[src/rtl/fq_pkg.sv]
package fq_pkg;

  localparam int unsigned RUN_W = 3;

  typedef enum logic [1:0] {
    RUN_ONE  = 2'b00,
    RUN_TWO  = 2'b01,
    RUN_FOUR = 2'b10,
    RUN_SIX  = 2'b11
  } run_sel_e;

  function automatic logic [RUN_W-1:0] run_need(input logic [1:0] sel);
    case (run_sel_e'(sel))
      RUN_ONE:  run_need = RUN_W'(1);
      RUN_TWO:  run_need = RUN_W'(2);
      RUN_FOUR: run_need = RUN_W'(4);
      default:  run_need = RUN_W'(6);
    endcase
  endfunction

endpackage

[src/rtl/fq_consec.sv]
module fq_consec #(
  parameter int unsigned CW = 3
) (
  input  logic          clk,
  input  logic          rst_n,
  input  logic          step,
  input  logic          hit,
  input  logic          restart,
  input  logic [CW-1:0] need,
  output logic          fire
);
  logic [CW-1:0] run_q;
  logic [CW-1:0] run_inc;

  assign run_inc = run_q + CW'(1);
  assign fire    = step & hit & ~restart & (run_inc >= need);

  always_ff @(posedge clk or negedge rst_n) begin
    if (!rst_n)                 run_q <= '0;
    else if (restart)           run_q <= '0;
    else if (step) begin
      if (!hit || fire)         run_q <= '0;
      else                      run_q <= run_inc;
    end
  end

  AST_RUN_BELOW_SIX: assert property (@(posedge clk) disable iff (!rst_n)
    run_q < CW'(6));
endmodule

[src/rtl/fq_cmp_track.sv]
module fq_cmp_track #(
  parameter int unsigned TW = 13,
  parameter int unsigned CW = 3
) (
  input  logic                 clk,
  input  logic                 rst_n,
  input  logic                 conv_valid,
  input  logic signed [TW-1:0] temp,
  input  logic signed [TW-1:0] hi,
  input  logic signed [TW-1:0] lo,
  input  logic [CW-1:0]        need,
  input  logic                 gc,
  output logic                 in_alarm
);
  logic hit, fire;

  assign hit = in_alarm ? (temp < lo) : (temp >= hi);

  fq_consec #(.CW(CW)) u_run (
    .clk(clk), .rst_n(rst_n), .step(conv_valid), .hit(hit),
    .restart(gc), .need(need), .fire(fire)
  );

  always_ff @(posedge clk or negedge rst_n) begin
    if (!rst_n)     in_alarm <= 1'b0;
    else if (gc)    in_alarm <= 1'b0;
    else if (fire)  in_alarm <= ~in_alarm;
  end

  AST_CMP_RISE: assert property (@(posedge clk) disable iff (!rst_n)
    $rose(in_alarm) |-> $past(conv_valid && (temp >= hi)));
  AST_CMP_FALL: assert property (@(posedge clk) disable iff (!rst_n)
    $fell(in_alarm) |-> ($past(gc) || $past(conv_valid && (temp < lo))));
endmodule

[src/rtl/fq_int_track.sv]
module fq_int_track #(
  parameter int unsigned TW = 13,
  parameter int unsigned CW = 3
) (
  input  logic                 clk,
  input  logic                 rst_n,
  input  logic                 enable,
  input  logic                 conv_valid,
  input  logic signed [TW-1:0] temp,
  input  logic signed [TW-1:0] hi,
  input  logic signed [TW-1:0] lo,
  input  logic [CW-1:0]        need,
  input  logic                 clr,
  input  logic                 gc,
  output logic                 pending,
  output logic                 watch_low
);
  logic hold, hit, fire, step;

  assign hold = gc | ~enable;
  assign step = conv_valid & enable & ~pending;
  assign hit  = watch_low ? (temp < lo) : (temp >= hi);

  fq_consec #(.CW(CW)) u_run (
    .clk(clk), .rst_n(rst_n), .step(step), .hit(hit),
    .restart(hold | pending), .need(need), .fire(fire)
  );

  always_ff @(posedge clk or negedge rst_n) begin
    if (!rst_n) begin
      pending   <= 1'b0;
      watch_low <= 1'b0;
    end else if (hold) begin
      pending   <= 1'b0;
      watch_low <= 1'b0;
    end else if (pending && clr) begin
      pending   <= 1'b0;
      watch_low <= ~watch_low;
    end else if (fire) begin
      pending   <= 1'b1;
    end
  end

  AST_INT_HOLD: assert property (@(posedge clk) disable iff (!rst_n)
    (enable && pending && !clr && !gc) |=> pending);
  AST_INT_REARM: assert property (@(posedge clk) disable iff (!rst_n)
    ($fell(pending) && $past(enable) && !$past(gc)) |-> (watch_low != $past(watch_low)));
endmodule

[src/rtl/thermal_alert_queue.sv]
module thermal_alert_queue #(
  parameter int unsigned TW = 13
) (
  input  logic          clk,
  input  logic          rst_n,
  input  logic          conv_valid,
  input  logic [TW-1:0] conv_temp,
  input  logic [TW-1:0] lim_hi,
  input  logic [TW-1:0] lim_lo,
  input  logic [1:0]    fault_sel,
  input  logic          irq_mode,
  input  logic          alert_pol,
  input  logic          clr_read,
  input  logic          clr_resp,
  input  logic          clr_shdn,
  input  logic          gen_call_rst,
  output logic          alert_o,
  output logic          alarm_stat,
  output logic          resp_stat
);
  import fq_pkg::*;

  logic signed [TW-1:0] t_s, hi_s, lo_s;
  logic [RUN_W-1:0]     need;
  logic                 cmp_alarm, int_pend, int_low, active;

  assign t_s  = $signed(conv_temp);
  assign hi_s = $signed(lim_hi);
  assign lo_s = $signed(lim_lo);
  assign need = run_need(fault_sel);

  fq_cmp_track #(.TW(TW), .CW(RUN_W)) u_cmp (
    .clk(clk), .rst_n(rst_n), .conv_valid(conv_valid), .temp(t_s),
    .hi(hi_s), .lo(lo_s), .need(need), .gc(gen_call_rst), .in_alarm(cmp_alarm)
  );

  fq_int_track #(.TW(TW), .CW(RUN_W)) u_int (
    .clk(clk), .rst_n(rst_n), .enable(irq_mode), .conv_valid(conv_valid),
    .temp(t_s), .hi(hi_s), .lo(lo_s), .need(need),
    .clr(clr_read | clr_resp | clr_shdn), .gc(gen_call_rst),
    .pending(int_pend), .watch_low(int_low)
  );

  assign active     = irq_mode ? int_pend : cmp_alarm;
  assign alert_o    = alert_pol ? active : ~active;
  assign alarm_stat = alert_pol ? cmp_alarm : ~cmp_alarm;
  assign resp_stat  = alert_pol ^ int_low;

  AST_GC_CLEARS: assert property (@(posedge clk) disable iff (!rst_n)
    $past(gen_call_rst) |-> (!cmp_alarm && !int_pend && !int_low));
  AST_CMP_IGNORES_CLR: assert property (@(posedge clk) disable iff (!rst_n)
    (!irq_mode && !conv_valid && !gen_call_rst) |=> $stable(cmp_alarm));
endmodule

[config.mk]
export PLATFORM = sky130hd
export DESIGN_NAME = thermal_alert_queue
export DESIGN_NICKNAME = d
export VERILOG_FILES = /design/src/rtl/fq_pkg.sv /design/src/rtl/fq_consec.sv /design/src/rtl/fq_cmp_track.sv /design/src/rtl/fq_int_track.sv /design/src/rtl/thermal_alert_queue.sv
export SDC_FILE = /design/constraint.sdc
export NUM_CORES = 1
export LEC_CHECK = 0
export BUFFER_PORTS_ARGS = -buffer_cell sky130_fd_sc_hd__buf_2
export CORE_UTILIZATION = 39
export CTS_CLUSTER_SIZE = 30
export DETAILED_ROUTE_END_ITERATION = 8
export HOLD_SLACK_MARGIN = 0.15
export PLACE_DENSITY = 0.69
export SLEW_MARGIN = 20
export SYNTH_ARGS = -nofsm -noshare
export SYNTH_HDL_FRONTEND = slang
export SYNTH_SLANG_ARGS = --single-unit
[constraint.sdc]
create_clock -name clk -period 1.8 [get_ports clk]
set_input_delay 0.09 -clock clk [delete_from_list [all_inputs] [get_ports clk]]
set_output_delay 0.09 -clock clk [all_outputs]
set_load 0.005 [all_outputs]
==> flow_metrics.py <==
metrics = {
    "logic_synthesis": {
        "syn_nets": 251,
        "yosys_warnings": 0,
        "ys_types": 41,
        "async_flop_share": 1.00,
        "synth-edff-count": 0,
        "yosysSeqAreaShare": 0.166,
        "syn_inst": 168,
        "ys_ff_latch": 9,
        "synth.cell_area_mm2": 0.00136,
        "synthFlopType": "dfrtp_1",
        "synth.avg_cell_area_um2": 8.08,
    },
    "cts": {
        "clock_path_buffers": 2,
        "cts_tree": "built",
        "clkTransAtPathRegs_ns": 0.06,
        "htreeDepth": 1,
        "clock_latency_ns": 0.27,
        "cts_buffers": 3,
        "cts_root_buf": "clkbuf_4",
        "clock-sinks": 9,
    },
    "setup_path": {
        "crit_buf_inv": 1,
        "cp_cell_sequence": "ha_4 -> nand2b_4 -> nand2_4 -> ha_4 -> inv_4 -> o211ai_1 -> nor3_1 -> a211oi_2 -> o21ai_1",
        "cpPeakStageDelay_ns": 0.41,
        "cp_top_family": "compound AO/OA/AOI/OAI gates",
        "cp-start-kind": "register",
        "slowest_stage": "dfrtp_1",
        "worstSetupEndpointType": "register",
        "worstPathMaxFanout": 3,
        "crit_type": "register to register",
        "cp.required_ns": 1.95,
        "cp_common_cell": "ha_4",
        "arrival_ns": 2.04,
    },
    "sta": {
        "fmax_mhz": 531,
        "drv_slew": 0,
        "tightest_slew_ns": 0.611,
        "rsz0062_at_grt": "yes",
        "period_needed_ns": 1.88,
        "layout_setup_ws_ns": -0.0848,
        "max-slew-margin-rel": 0.587,
        "skew_ns": 0.000526,
        "fin_crit_sh": 1.05,
        "finalHoldViolations": 0,
        "setup_violations": 5,
        "fin_hold_ws_ns": 0.177,
    },
    "final_layout": {
        "mostFrequentLayoutCell": "buf_2",
        "area_delta_synth_final_pct": 56.5,
        "seq_area_um2": 225,
        "final_cell_mix": "buf_2 (52), inv_1 (31), ha_1 (26), buf_4 (20), a21oi_1 (12)",
        "fin_nets": 332,
        "fin_cells": 294,
        "fill_cells": 296,
        "drive_gt1_frac": 0.415,
        "utilization": 0.637,
        "multi_input_area_mm2": 0.00123,
        "n_antenna_cell": 0,
    },
    "status": {
        "outcome": "finished with violations",
        "violations": "DRC, setup timing",
    },
    "die": {
        "rows": 21,
        "die_area_mm2": 0.00372,
        "initial_utilization": 0.407,
        "core_area_mm2": 0.00334,
        "die_w_um": 61,
        "dieHeight_um": 61,
        "io_pins": 53,
    },
    "route": {
        "drt_iter0_drc": 29,
        "wl_per_cell_um": 12.0,
        "wirelength_mm": 3.52,
        "vias_per_cell": 5.01,
        "num_vias": 1472,
        "drc": 2,
        "dr.pass1.iters": 6,
        "detail-route-antenna-nets": 0,
    },
    "place": {
        "place_inst": 281,
        "gp_congestion": 0.822,
        "io_buffers": 52,
        "detailed_place_hpwl_mm": 2.62,
    },
    "global_routing": {
        "antenna_found_initial": 0,
        "grt_pass1_vias": 1330,
        "grt_use_total": 0.179,
        "grt_overflow": 0,
        "grt_max_degree": 10,
        "grt_first_pass_wirelength_mm": 5.04,
    },
    "power": {
        "max-vdd-ir-drop_mv": 0.340,
        "p_leak_uw": 0.00112,
        "cellPowerDensity_mw_per_mm2": 457,
    },
    "worst_hold_path": {
        "hold_path_class": "primary input to register",
    },
    "flow_run": {
        "drv_cap": 0,
    },
}
[final timing paths]
kind                       cells after the start  slack (ns)                   end                  from
hold reg to reg                                1        0.54  u_cmp.u_run.run_q[2]  u_cmp.u_run.run_q[2]
setup reg to reg                               9       -0.08  u_int.u_run.run_q[2]  u_int.u_run.run_q[0]
hold / removal                                 4        0.18       u_int.watch_low              clr_shdn
setup / recovery                               9       -0.08  u_int.u_run.run_q[2]  u_int.u_run.run_q[0]
max in group asynchronous                      2        1.40       u_int.watch_low                 rst_n
min in group asynchronous                      2        0.21  u_cmp.u_run.run_q[1]                 rst_n
[worst min-delay path: stages]
cell and delay (ns):
buf_2 0.09, o31ai_1 0.06, xor2_1 0.12, nor2_1 0.05
[cells by family after synthesis]
group / after synthesis / synth area share
adder cells (fa/ha/maj): 33 / 0.304
buffers and inverters: 33 / 0.0912
XOR/XNOR: 5 / 0.0323
AO/OA/AOI/OAI: 45 / 0.230
multiplexers: 3 / 0.0230
AND/OR/NAND/NOR: 40 / 0.154
flip-flops: 9 / 0.166
[power breakdown]
| part | leakage [uW] | internal (uW) | switching (uW) |
|---|---|---|---|
| clock | 0.0000150 | 85.9 | 79.7 |
| combinational | 0.000984 | 313 | 254 |
| sequential | 0.000124 | 217 | 20.8 |
[what timing repair did]
| action | CTS | global route |
|---|---|---|
| endpoints found under the hold margin | 11 | 0 |
| hold buffers | 3 | 0 |
| setup buffers | 2 | 4 |
| resized for setup | 8 | 25 |
| pin swaps | 11 | 20 |
| setup endpoints to repair | 5 | 7 |
[cells in the mapped netlist (all sizes together) (2+ instances only)]
| cell type | instances | area, um^2 |
|---|---|---|
| a22o | 2 | 17.5 |
| mux2i | 2 | 20.0 |
| a21o | 4 | 30.0 |
| a31o | 2 | 17.5 |
| nor3 | 2 | 10.0 |
| o21ai | 8 | 40.0 |
| o221ai | 2 | 23.8 |
| nand2b | 8 | 50.1 |
| nand3 | 2 | 10.0 |
| nor2 | 10 | 37.5 |
| xor2 | 4 | 35.0 |
| nand2 | 9 | 33.8 |
| ha | 33 | 413 |
| dfrtp | 9 | 225 |
| inv | 32 | 120 |
| a32o | 3 | 30.0 |
| a21oi | 15 | 75.1 |
[registers in the layout, indices dropped and copies added, names as in the netlist]
| register | count |
|---|---|
| u_cmp.u_run.run_q | 3 |
| u_int.u_run.run_q | 3 |
| u_cmp.in_alarm | 1 |
| u_int.pending | 1 |
| u_int.watch_low | 1 |
[through the flow]
step	instance area [um^2]	total power [uW]	setup TNS (ns)	setup slack, ns
final	2120	970	-0.198	-0.0848
after global routing	2120	1060	-0.546	-0.191
after CTS	1910	857	-0.272	-0.0938
after detailed placement	1800	645	-0.878	-0.206
after global placement	1800	634	-0.516	-0.122
after floorplan	1370	458	-0.0157	-0.0157
[cell type report]
| cell class | count | area share |
|---|---|---|
| flip-flops and latches | 9 | 0.106 |
| inverters | 32 | 0.0577 |
| multi-input cells | 126 | 0.579 |
| clock buffers | 4 | 0.0124 |
| well taps | 46 | 0.0271 |
| repair buffers | 77 | 0.218 |
[metal layers]
metal | GRT usage | share of wire | vias up
met4 | 0.0390 | 0.015 | 0
met3 | 0.0405 | 0.049 | 6
met2 | 0.325 | 0.49 | 51
met1 | 0.215 | 0.45 | 654
li1 | - | - | 761
met5 | 0 | 0 | -
Power figures use the tool's default switching activity.
